[src/rtl/ext_irq_pkg.sv]
// Shared definitions for the external interrupt unit.
package ext_irq_pkg;
    // Number of external interrupt pins handled by the unit.
    localparam int unsigned EXT_IRQ_PINS = 3;

    // Meaning of a polarity bit.
    typedef enum logic {
        EDGE_FALL = 1'b0,
        EDGE_RISE = 1'b1
    } edge_pol_e;
endpackage

[src/rtl/irq_pin_sync.sv]
// Synchroniser and edge detector for one asynchronous interrupt pin.
// The pin passes through SYNC_STAGES flops. A further flop keeps the previous
// synchronised level, and an edge is the difference between the two.
// Assumes SYNC_STAGES >= 2. Edges are suppressed until the pipeline has been
// refilled after reset, so a pin held high through reset gives no edge.
module irq_pin_sync #(
    parameter int unsigned SYNC_STAGES = 2
) (
    input  logic clk,
    input  logic rst_n,
    input  logic pin_async,
    input  logic rise_sel,
    output logic edge_hit
);
    import ext_irq_pkg::*;

    logic [SYNC_STAGES-1:0] sync_q;
    logic                   prev_q;
    logic [SYNC_STAGES:0]   fill_q;
    logic                   level;
    logic                   rise_ev;
    logic                   fall_ev;

    // Shift the pin into the synchroniser chain and keep the last level.
    always_ff @(posedge clk) begin
        if (!rst_n) begin
            sync_q <= '0;
            prev_q <= 1'b0;
        end else begin
            sync_q <= {sync_q[SYNC_STAGES-2:0], pin_async};
            prev_q <= sync_q[SYNC_STAGES-1];
        end
    end

    // Mark when the chain holds only samples taken after reset.
    always_ff @(posedge clk) begin
        if (!rst_n) fill_q <= '0;
        else        fill_q <= {fill_q[SYNC_STAGES-1:0], 1'b1};
    end

    // Select the wanted edge direction.
    always_comb begin
        level    = sync_q[SYNC_STAGES-1];
        rise_ev  = level & ~prev_q;
        fall_ev  = ~level & prev_q;
        edge_hit = fill_q[SYNC_STAGES] &
                   ((edge_pol_e'(rise_sel) == EDGE_RISE) ? rise_ev : fall_ev);
    end
endmodule

[src/rtl/irq_pend_cell.sv]
// Sticky pending flag for one source. A detected edge sets it. A software
// clear resets it. An edge in the same cycle as a clear takes precedence.
module irq_pend_cell (
    input  logic clk,
    input  logic rst_n,
    input  logic set_ev,
    input  logic clr_ev,
    output logic flag
);
    logic flag_q;

    // Set has priority over clear; otherwise hold.
    always_ff @(posedge clk) begin
        if (!rst_n)      flag_q <= 1'b0;
        else if (set_ev) flag_q <= 1'b1;
        else if (clr_ev) flag_q <= 1'b0;
    end

    assign flag = flag_q;
endmodule

[src/rtl/irq_wake_ctrl.sv]
// Wake-up pulse generator. The enables are sampled while awake and frozen
// while the sleep indicator is high, so only pins enabled before sleep began
// can wake the device. One pulse is issued per sleep period.
module irq_wake_ctrl #(
    parameter int unsigned NUM_PINS = 3
) (
    input  logic                clk,
    input  logic                rst_n,
    input  logic                sleep_mode,
    input  logic [NUM_PINS-1:0] irq_en,
    input  logic [NUM_PINS-1:0] edge_hit,
    output logic                wake_pulse
);
    logic [NUM_PINS-1:0] armed_q;
    logic                woke_q;
    logic                pulse_q;
    logic                fire;

    // A wake event: sleeping, not yet woken, and an armed pin saw an edge.
    assign fire = sleep_mode & ~woke_q & (|(edge_hit & armed_q));

    // Track the enables while awake and freeze them during sleep.
    always_ff @(posedge clk) begin
        if (!rst_n)          armed_q <= '0;
        else if (!sleep_mode) armed_q <= irq_en;
    end

    // Remember that this sleep period has already produced a pulse.
    always_ff @(posedge clk) begin
        if (!rst_n)          woke_q <= 1'b0;
        else if (!sleep_mode) woke_q <= 1'b0;
        else if (fire)        woke_q <= 1'b1;
    end

    // Register the pulse so it lines up with the flag update.
    always_ff @(posedge clk) begin
        if (!rst_n) pulse_q <= 1'b0;
        else        pulse_q <= fire;
    end

    assign wake_pulse = pulse_q;
endmodule

[src/rtl/ext_irq_unit.sv]
// External interrupt unit: per-pin synchroniser, edge select, sticky flag,
// enable masking, priority tag and a wake-up pulse. Pin 0 is fixed high
// priority; the other pins take their tag from prio_sel.
module ext_irq_unit #(
    parameter int unsigned NUM_PINS    = ext_irq_pkg::EXT_IRQ_PINS,
    parameter int unsigned SYNC_STAGES = 2
) (
    input  logic                clk,
    input  logic                rst_n,
    input  logic [NUM_PINS-1:0] pin_in,
    input  logic [NUM_PINS-1:0] edge_rise,
    input  logic [NUM_PINS-1:0] irq_en,
    input  logic [NUM_PINS-1:0] flag_clr,
    input  logic [NUM_PINS-1:1] prio_sel,
    input  logic                sleep_mode,
    output logic [NUM_PINS-1:0] pend_flag,
    output logic [NUM_PINS-1:0] irq_req,
    output logic [NUM_PINS-1:0] irq_hi_prio,
    output logic                wake_pulse
);
    logic [NUM_PINS-1:0] edge_hit;

    // One detector, one flag and one priority tag per pin.
    for (genvar i = 0; i < NUM_PINS; i++) begin : g_pin
        irq_pin_sync #(.SYNC_STAGES(SYNC_STAGES)) u_sync (
            .clk      (clk),
            .rst_n    (rst_n),
            .pin_async(pin_in[i]),
            .rise_sel (edge_rise[i]),
            .edge_hit (edge_hit[i])
        );

        irq_pend_cell u_flag (
            .clk   (clk),
            .rst_n (rst_n),
            .set_ev(edge_hit[i]),
            .clr_ev(flag_clr[i]),
            .flag  (pend_flag[i])
        );

        if (i == 0) begin : g_fixed
            assign irq_hi_prio[i] = 1'b1;
        end else begin : g_sel
            assign irq_hi_prio[i] = prio_sel[i];
        end
    end

    // Requests are flags gated by their enables.
    assign irq_req = pend_flag & irq_en;

    irq_wake_ctrl #(.NUM_PINS(NUM_PINS)) u_wake (
        .clk       (clk),
        .rst_n     (rst_n),
        .sleep_mode(sleep_mode),
        .irq_en    (irq_en),
        .edge_hit  (edge_hit),
        .wake_pulse(wake_pulse)
    );
endmodule

[config.mk]
export PLATFORM = sky130hd
export DESIGN_NAME = ext_irq_unit
export DESIGN_NICKNAME = d
export VERILOG_FILES = /design/src/rtl/ext_irq_pkg.sv /design/src/rtl/irq_pin_sync.sv /design/src/rtl/irq_pend_cell.sv /design/src/rtl/irq_wake_ctrl.sv /design/src/rtl/ext_irq_unit.sv
export SDC_FILE = /design/constraint.sdc
export NUM_CORES = 1
export LEC_CHECK = 0
export ABC_AREA = 0
export BUFFER_PORTS_ARGS = -buffer_cell sky130_fd_sc_hd__buf_4
export CAP_MARGIN = 20
export CELL_PAD_IN_SITES_DETAIL_PLACEMENT = 0
export CELL_PAD_IN_SITES_GLOBAL_PLACEMENT = 1
export CORE_ASPECT_RATIO = 0.8
export CORE_MARGIN = 3
export CORE_UTILIZATION = 37
export DETAILED_ROUTE_END_ITERATION = 10
export PLACE_DENSITY_LB_ADDON = 0.1
export SYNTH_ARGS = -nofsm -noshare
export SYNTH_HDL_FRONTEND = slang
export SYNTH_HIERARCHICAL = 1
export SYNTH_SLANG_ARGS = --single-unit
export TNS_END_PERCENT = 1
[constraint.sdc]
create_clock -name clk -period 1.45 [get_ports clk]
set_input_delay 0.0725 -clock clk [delete_from_list [all_inputs] [get_ports clk]]
set_output_delay 0.0725 -clock clk [all_outputs]
set_load 0.01 [all_outputs]
==> impl_metrics.py, run 1 <==
metrics = {
    "routing": {
        "firstDrtPassIters": 5,
        "drc": 0,
        "drtAntennaViolNets": 0,
        "via_per_inst": 4.58,
        "drt-wirelength-per-cell_um": 10.1,
        "drt_wl_total_um": 1270,
        "dr.first_iter.drc_count": 12,
        "vias": 572,
    },
    "clocking": {
        "cts_root_buf": "clkbuf_4",
        "cts_tree": "done",
        "clock_sinks": 26,
        "h-tree-depth": 1,
        "post_cts_buffers": 0,
        "cts_resized": 0,
        "clk_pin_slew_ns": 0.13,
        "cts_buffers": 3,
        "clk_latency_ns": 0.31,
        "clockBufferDepth": 2,
    },
    "worst_setup_path": {
        "path_cells": "nand4bb_1 > nand2_1 > a222oi_1 > a21oi_1",
        "cp-start-kind": "flip-flop",
        "end_kind": "flip-flop",
        "crit_cells": 4,
        "critical_path.top_delay_family": "compound AO/OA/AOI/OAI gates",
        "crit_required_ns": 1.64,
        "path_max_fanout": 3,
        "cpPeakStageDelay_ns": 0.42,
        "worst-path-buf-inv": 0,
        "r2r.worst_path.cells": 4,
        "cpMaxStageDelayCell": "a222oi_1",
        "worstSetupPathType": "flip-flop to flip-flop",
        "cp_data_arrival_time_ns": 1.42,
    },
    "final_layout": {
        "seqCellArea_um2": 520,
        "layout_common_cells": "dfxtp_1 (26), buf_4 (21), and2_1 (18)",
        "fin_cells": 125,
        "drive_gt1_share_pct": 28.0,
        "multi_input_area_um2": 324,
        "area_growth_syn_to_layout_pct": 29.7,
        "fin_area_um2": 1130,
        "layout_commonest_cell": "dfxtp_1",
        "nets": 118,
        "fill_cells": 199,
        "antenna_cells": 0,
    },
    "sta": {
        "finalHoldViolations": 0,
        "finalMaxSlewViolations": 0,
        "period_share_pct": 84.8,
        "skew_ns": 0.00860,
        "setup_tns_ns": 0,
        "whs_ns": 0.0251,
        "period_needed_ns": 1.23,
        "final.setup.worst_slack_ns": 0.220,
        "setup_viol": 0,
        "max_freq_mhz": 813,
        "grt_setup_unrepaired": "false",
    },
    "yosys": {
        "syn_avg_cell_area_um2": 11.8,
        "synth_fp_nets": 91,
        "synth-seq-cells": 26,
        "syn_inst": 74,
        "ys_warn_count": 6,
        "ys_seq_area_share_pct": 59.8,
        "synth_area_um2": 871,
        "yosysUniqueCellTypes": 15,
    },
    "die": {
        "die_y_um": 49.4,
        "num_io_pins": 27,
        "core_area_um2": 2200,
        "dieArea_um2": 2980,
        "start_util_pct": 39.7,
        "die_x_um": 60.2,
        "rows": 15,
    },
    "job": {
        "drv_cap": 0,
    },
    "placed_design": {
        "placed_area_um2": 1040,
        "dp.cells": 117,
        "port_buffers": 21,
        "place_hpwl_um": 920,
        "place_ws_ns": 0.271,
        "gp_congestion": 0.655,
    },
    "global_routing": {
        "grt_pass1_vias": 515,
        "grt_pass1_wl_um": 2170,
        "grt_max_degree": 26,
        "overflow": 0,
        "grt_antenna_before_repair": 0,
        "grt_use_total_pct": 9.78,
    },
    "outcome": {
        "outcome": "finished clean",
    },
    "min_path": {
        "hold_depth": 3,
        "hold_path.class": "input port to flip-flop",
    },
    "pwr": {
        "p_leak_nw": 0.489,
        "powerDensity_nw_per_um2": 1150,
        "ir_worst_vdd_mv": 0.857,
    },
}
==> flip-flops by register name, indices dropped and copies added, names as in the netlist <==
register / flops
u_wake/wake_pulse: 1
g_pin.u_sync/fill_q: 9
u_wake/armed_q: 3
g_pin.u_sync/sync_q: 6
g_pin.u_sync/prev_q: 3
u_wake/woke_q: 1
g_pin.u_flag/flag: 3
==> power breakdown <==
| part | internal (W) | total [W] | switching (W) |
|---|---|---|---|
| combinational | 0.0000517 | 0.0000802 | 0.0000285 |
| clock | 0.000279 | 0.000470 | 0.000191 |
| sequential | 0.000742 | 0.000752 | 0.00000980 |
| total | 0.00107 | 0.00130 | 0.000229 |
==> worst register-to-register path, delay by kind of cell (launching register included) <==
kind	cells	cell delay, ns
AND/OR/NAND/NOR	2	0.22
AO/OA/AOI/OAI	2	0.53
flip-flops	1	0.37
==> cell usage after synthesis (all sizes together) <==
library cell	count	area share, %
a222oi	1	1.1
nand4b	3	3.0
nand4bb	3	3.9
dfxtp	26	60
o21a	3	2.6
mux2i	3	3.4
nor2b	6	6.9
a21oi	1	0.57
conb	1	0.43
nand2	4	1.7
and2	18	13
inv	1	0.43
buf	3	2.6
nor3	1	0.57
==> final cells by class <==
cell class	instances	share of cell area, %
repair buffers	25	17.5
multi-input cells	44	28.7
clock buffers	3	1.99
clock inverters	1	2.66
inverters	1	0.332
well taps	25	2.77
flip-flops and latches	26	46.1
==> per-stage QoR <==
| step | power [W] | util (%) |
|---|---|---|
| floorplan | 0.000800 | - |
| global placement | 0.000839 | 47.2 |
| detailed placement | 0.000841 | 47.2 |
| CTS | 0.00132 | 51.5 |
| global route | 0.00138 | 51.5 |
| finish | 0.00130 | 51.5 |
==> cell families (layout without fill, tap and decap cells) <==
kind of cell	Yosys count	count (layout)	synth area share (%)
buffers and inverters	4	30	3.02
muxes	3	3	3.45
other	1	1	0.431
and+or+nand+nor	35	35	29.0
AOI/OAI and AO/OA	5	5	4.31
DFF	26	26	59.8
==> metal layers <==
layer | GRT usage (%) | wire length (um)
met3 | 4.76 | 105
met5 | 0 | 0
met4 | 2.21 | 11
met2 | 16.5 | 636
met1 | 10.8 | 514
==> worst paths after layout <==
path,start,slack (ns),endpoint
hold / removal,irq_en[0],0.03,u_wake/armed_q[0]
setup reg to reg,g_pin[1].u_sync/sync_q[1],0.22,u_wake/woke_q
setup / recovery,g_pin[1].u_sync/sync_q[1],0.22,u_wake/woke_q
hold reg to reg,u_wake/woke_q,0.43,u_wake/wake_pulse
==> timing repair <==
action | CTS | global route
hold endpoints to repair | 6 | 0
endpoints found under the setup margin | 0 | 0
hold buffers | 4 | 0
(Power assumes the default switching activity.)
==> inputs of run 2 (changes only) <==
Settings changed: ABC_AREA 0 to 1, CORE_UTILIZATION 37 to 31.
Clock period 1.45 ns to 1.1 ns, I/O delays scaled along.
==> run 2 against run 1 <==
Compared with the run above:
- via count rose by 22%
- die area rose by 25%
- utilization fell by 8.0 points
==> impl_metrics.py, run 2 <==
metrics = {
    "worst_setup_path": {
        "crit_path_frequent_cell": "nor2_1",
        "cpPeakStageDelay_ns": 0.33,
        "crit_required_ns": 1.27,
        "path_cells": "inv_1 > nor2_1 > nor2_2 > nand2_1 > nand3_2 > nor2_1 > nor2_1",
        "crit_start": "g_pin[0].u_sync/sync_q[1]",
        "cpMaxStageDelayCell": "dfxtp_1",
        "reg2reg_slack_ns": 0.15,
        "cp-start-kind": "flip-flop",
        "cp_data_arrival_time_ns": 1.12,
        "worstSetupPathType": "flip-flop to flip-flop",
        "r2r-start": "g_pin[0].u_sync/sync_q[1]",
        "path_max_fanout": 2,
        "end_kind": "flip-flop",
    },
    "die": {
        "dieArea_um2": 3710,
        "start_util_pct": 33.2,
        "die_y_um": 55.1,
        "num_io_pins": 27,
        "rows": 17,
        "die_x_um": 67.4,
        "core_area_um2": 2810,
    },
    "sta": {
        "skew_ns": 0.00294,
        "period_needed_ns": 0.949,
        "finalHoldViolations": 0,
        "max_freq_mhz": 1050,
        "setup_tns_ns": 0,
        "grt_setup_unrepaired": "false",
        "period_share_pct": 86.3,
        "finalMaxSlewViolations": 0,
        "setup_viol": 0,
    },
    "final_layout": {
        "antenna_cells": 0,
        "fin_util_pct": 43.4,
        "nets": 168,
        "layout_commonest_cell": "inv_1",
        "layout_common_cells": "inv_1 (35), nand2_1 (34), dfxtp_1 (26)",
        "area_growth_syn_to_layout_pct": 30.7,
        "regMostFlops": "g_pin.u_sync/fill_q",
        "multi_input_area_um2": 262,
        "top_regs": "g_pin.u_sync/fill_q (9), g_pin.u_sync/sync_q (6)",
        "seqCellArea_um2": 520,
        "fill_cells": 295,
        "drive_gt1_share_pct": 21.3,
        "largest_register_ff_count": 9,
        "fin_cells": 188,
    },
    "yosys": {
        "async_flop_share_pct": 0,
        "synthTopCellsByCount": "inv_1 (35), nand2_1 (34), dfxtp_1 (26)",
        "yosysUniqueCellTypes": 11,
        "synth_area_um2": 933,
        "dominantRegCellSynth": "dfxtp_1",
        "synth_fp_nets": 142,
        "ys_warn_count": 6,
        "synth_top_area_share_pct": 55.8,
        "ys_top_cells_by_area": "dfxtp_1 (56%), inv_1 (14%), nand2_1 (14%), nor2_1 (6.8%), a21oi_2 (2.8%)",
        "syn_inst": 125,
        "ys_seq_area_share_pct": 55.8,
        "syn_avg_cell_area_um2": 7.47,
        "synth_top_area_cell": "dfxtp_1",
        "synth_edf_count": 0,
        "synth-seq-cells": 26,
        "yosysMostFrequentCell": "inv_1",
    },
    "pwr": {
        "fin_total_pwr_w": 0.00189,
        "p_int_w": 0.00153,
        "net-switching-power_w": 0.000359,
        "combPwrFrac_pct": 6.5,
        "pwr-share-clk_pct": 41.0,
        "p_seq_share_pct": 52.6,
        "netSwitchingFraction_pct": 19.0,
        "p_leak_nw": 0.714,
        "ir_worst_vdd_mv": 0.743,
        "powerDensity_nw_per_um2": 1550,
    },
    "placed_design": {
        "port_buffers": 21,
        "gp_congestion": 0.702,
        "dp.cells": 181,
        "place_hpwl_um": 1010,
    },
    "routing": {
        "via_per_inst": 3.72,
        "vias": 699,
        "drtAntennaViolNets": 0,
        "drt_wl_total_um": 1420,
        "firstDrtPassIters": 4,
        "drc": 0,
        "drt-wirelength-per-cell_um": 7.53,
        "dr.first_iter.drc_count": 13,
    },
    "job": {
        "drv_cap": 0,
    },
    "global_routing": {
        "grt_antenna_before_repair": 0,
        "grt_use_total_pct": 8.44,
        "grt_max_degree": 26,
        "grt_pass1_vias": 543,
        "grt_pass1_wl_um": 2210,
        "overflow": 0,
    },
    "clocking": {
        "clock_sinks": 26,
        "clk_latency_ns": 0.27,
        "cts_tree": "done",
        "clockBufferDepth": 2,
        "h-tree-depth": 1,
        "cts_root_buf": "clkbuf_8",
        "cts_buffers": 3,
        "post_cts_buffers": 0,
        "clk_pin_slew_ns": 0.09,
    },
    "min_path": {
        "hold_path.class": "input port to flip-flop",
        "hold_start": "flag_clr[0]",
    },
    "outcome": {
        "outcome": "finished clean",
    },
}
[run 2: cell types whose count changed after synthesis, sizes merged, moves of 6 or more]
cell	previous run	this run
nand2	4	35
inv	1	35
nor2	0	18
nor2b	6	0
and2	18	0
[run 2: power by group through the flow]
stage | Clock, W | Sequential, W | Combinational (W)
after floorplan | 0 | 0.00101 | 0.0000622
after global placement | 0 | 0.00101 | 0.000114
after detailed placement | 0 | 0.00101 | 0.000115
after CTS | 0.000816 | 0.000992 | 0.000124
after global routing | 0.000856 | 0.000997 | 0.000140
final | 0.000774 | 0.000992 | 0.000122
[run 2: cell type report]
type,count,area share [%]
Sequential cell,26,42.7
Inverter,35,10.8
Tap cell,38,3.90
Clock inverter,1,2.46
Multi-Input combinational cell,61,21.4
Clock buffer,3,3.38
Timing Repair Buffer,24,15.4
[run 2: routing by layer]
| metal | global-route usage, % | share of wire [%] | vias to the layer above |
|---|---|---|---|
| met1 | 9.06 | 46 | 289 |
| met4 | 5.05 | 1.5 | 0 |
| met2 | 13.9 | 45 | 14 |
| met5 | 0 | 0 | - |
| li1 | - | - | 392 |
| met3 | 3.84 | 7.5 | 4 |
[run 2: what timing repair did]
item | 4_1_cts | 5_1_grt
hold buffers | 3 | 0
resized for setup | 0 | 1
endpoints found under the setup margin | 0 | 1
hold endpoints to repair | 3 | 0
[run 2: worst max-delay path: cells and delay by family (launching register included)]
kind          cells  cell delay, ns
buf+inv           1            0.05
simple gates      6            0.49
flops             1            0.33
[run 2: logic make-up (layout without fill, tap and decap cells)]
logic type,count (synthesis),in the layout,synth area share (%)
simple gates,54,54,22.9
buf+inv,38,63,16.5
flops,26,26,55.8
compound gates,6,6,4.42
other cells,1,1,0.402
[run 2: worst paths after layout]
| kind | cells past startpoint | endpoint |
|---|---|---|
| max | 7 | u_wake/woke_q |
| min | 4 | g_pin[0].u_flag/flag |
| max reg2reg | 7 | u_wake/woke_q |
| min reg2reg | 2 | g_pin[2].u_sync/fill_q[2] |
[run 2: metrics by stage]
stage	cell area [um2]	hold slack (ns)	setup WS (ns)
floorplan	933	0.0827	0.246
finish	1220	0.0284	0.151
global route	1220	0.0161	0.00451
CTS	1220	0.0121	0.0865
detailed placement	1120	0.110	0.111
global placement	1120	0.110	0.116
==> inputs of run 3 (changes only) <==
Settings changed: CORE_MARGIN 3 to unset.
==> run 3 against run 2 <==
Compared with the run above:
- die area is 13% lower
- count of clock-buffer cells in the layout stayed put
- power is 0.25% lower
- sequential power hardly changed
- sequential cell count stayed put
- via count is 0.86% higher
- first-iteration DRC count is 120% higher
- clock skew hardly changed
- global-route usage is 1.5 points higher
==> impl_metrics.py, run 3 (same netlist as run 2, synthesis figures left out) <==
metrics = {
    "outcome": {
        "outcome": "finished clean",
    },
    "sta": {
        "final.setup.worst_slack_ns": 0.134,
        "skew_ns": 0.00263,
        "grt_setup_unrepaired": "false",
        "period_share_pct": 87.8,
        "period_needed_ns": 0.966,
        "setup_viol": 0,
        "finalMaxSlewViolations": 0,
        "max_freq_mhz": 1040,
        "whs_ns": 0.0299,
        "setup_tns_ns": 0,
        "finalHoldViolations": 0,
    },
    "clocking": {
        "cts_root_buf": "clkbuf_8",
        "clockBufferDepth": 2,
        "cts_tree": "done",
        "h-tree-depth": 1,
        "cts_resized": 0,
        "cts_buffers": 3,
        "clk_latency_ns": 0.26,
        "clock_sinks": 26,
        "clk_pin_slew_ns": 0.09,
    },
    "die": {
        "die_x_um": 63.4,
        "die_y_um": 51.1,
        "core_area_um2": 2810,
        "dieArea_um2": 3240,
        "num_io_pins": 27,
        "start_util_pct": 33.2,
        "rows": 17,
    },
    "worst_setup_path": {
        "reg2reg_slack_ns": 0.13,
        "worstReg2RegEnd": "u_wake/woke_q",
        "crit_start": "g_pin[1].u_sync/sync_q[1]",
        "end_kind": "flip-flop",
        "cp_data_arrival_time_ns": 1.17,
        "cp-start-kind": "flip-flop",
        "path_max_fanout": 2,
        "r2r-start": "g_pin[1].u_sync/sync_q[1]",
        "worstSetupPathType": "flip-flop to flip-flop",
        "r2r.worst_path.cells": 8,
        "endpoint": "u_wake/woke_q",
        "crit_required_ns": 1.31,
    },
    "placed_design": {
        "port_buffers": 21,
        "placed_area_um2": 1120,
        "place_ws_ns": 0.144,
        "place_hpwl_um": 973,
        "gp_congestion": 0.644,
    },
    "routing": {
        "via_per_inst": 3.75,
        "drc": 0,
        "drt_wl_total_um": 1390,
        "drtAntennaViolNets": 0,
        "drt-wirelength-per-cell_um": 7.39,
        "vias": 705,
        "firstDrtPassIters": 4,
        "dr.first_iter.drc_count": 29,
    },
    "final_layout": {
        "fin_area_um2": 1220,
        "drive_gt1_share_pct": 20.7,
        "regMostFlops": "g_pin.u_sync/fill_q",
        "nets": 168,
        "layout_commonest_cell": "inv_1",
        "fin_util_pct": 43.4,
        "antenna_cells": 0,
        "layout_common_cells": "inv_1 (35), nand2_1 (34), dfxtp_1 (26)",
        "largest_register_ff_count": 9,
        "top_regs": "g_pin.u_sync/fill_q (9), g_pin.u_sync/sync_q (6)",
        "area_growth_syn_to_layout_pct": 30.4,
    },
    "pwr": {
        "powerDensity_nw_per_um2": 1550,
        "ir_worst_vdd_mv": 1.00,
        "p_leak_nw": 0.715,
    },
    "global_routing": {
        "grt_max_degree": 26,
        "grt_use_total_pct": 9.98,
        "overflow": 0,
        "grt_antenna_before_repair": 0,
        "grt_pass1_wl_um": 2440,
        "grt_pass1_vias": 611,
    },
    "min_path": {
        "hold_path.class": "input port to flip-flop",
    },
    "job": {
        "drv_cap": 0,
    },
}
-- run 3: metal layers --
layer / track usage, % / wire (um) / up-vias
met2: 16.0 / 639 / 15
met4: 3.79 / 8 / 0
met5: 0 / 0 / -
li1: - / - / 392
met1: 11.2 / 642 / 296
met3: 5.36 / 100 / 2
-- run 3: power breakdown --
group	internal [W]	switching, W	total (W)
Sequential	0.000979	0.0000123	0.000991
Clock	0.000486	0.000283	0.000769
Combinational	0.0000632	0.0000592	0.000122
Total	0.00153	0.000354	0.00188
-- run 3: how the worst min path moves through the flow --
stage,startpoint,to,cells after the start
detailed placement,prio_sel[1],irq_hi_prio[1],0
finish,flag_clr[1],g_pin[1].u_flag/flag,4
global route,flag_clr[2],g_pin[2].u_flag/flag,4
global placement,prio_sel[1],irq_hi_prio[1],0
CTS,flag_clr[1],g_pin[1].u_flag/flag,4
floorplan,rst_n,g_pin[0].u_sync/fill_q[0],0
-- run 3: timing repair --
| action | CTS | global route |
|---|---|---|
| endpoints found under the hold margin | 3 | 0 |
| buffers inserted | 0 | 0 |
| hold buffers | 3 | 0 |
-- run 3: layout make-up --
cell class / instances / area [um2]
multi-input cells: 61 / 259
flip-flops and latches: 26 / 520
clock buffers: 3 / 41.3
repair buffers: 24 / 188
clock inverters: 1 / 30.0
inverters: 35 / 131
fillers: 298 / 1590
well taps: 38 / 47.5
-- run 3: stage by stage --
| step | total power (W) | cells |
|---|---|---|
| final | 0.00188 | 188 |
| after global routing | 0.00198 | 188 |
| after CTS | 0.00191 | 188 |
| after detailed placement | 0.00113 | 181 |
| after global placement | 0.00113 | 181 |
| after floorplan | 0.00107 | 125 |
-- run 3: worst max-delay path: stages, from the launching register on --
cell     delay [ns]
dfxtp_1        0.33
inv_1          0.05
nand2_1        0.06
nand2_1        0.04
nor2_1         0.15
nand2_1        0.09
nand3_2        0.07
nor2_1         0.04
nor2_1         0.07
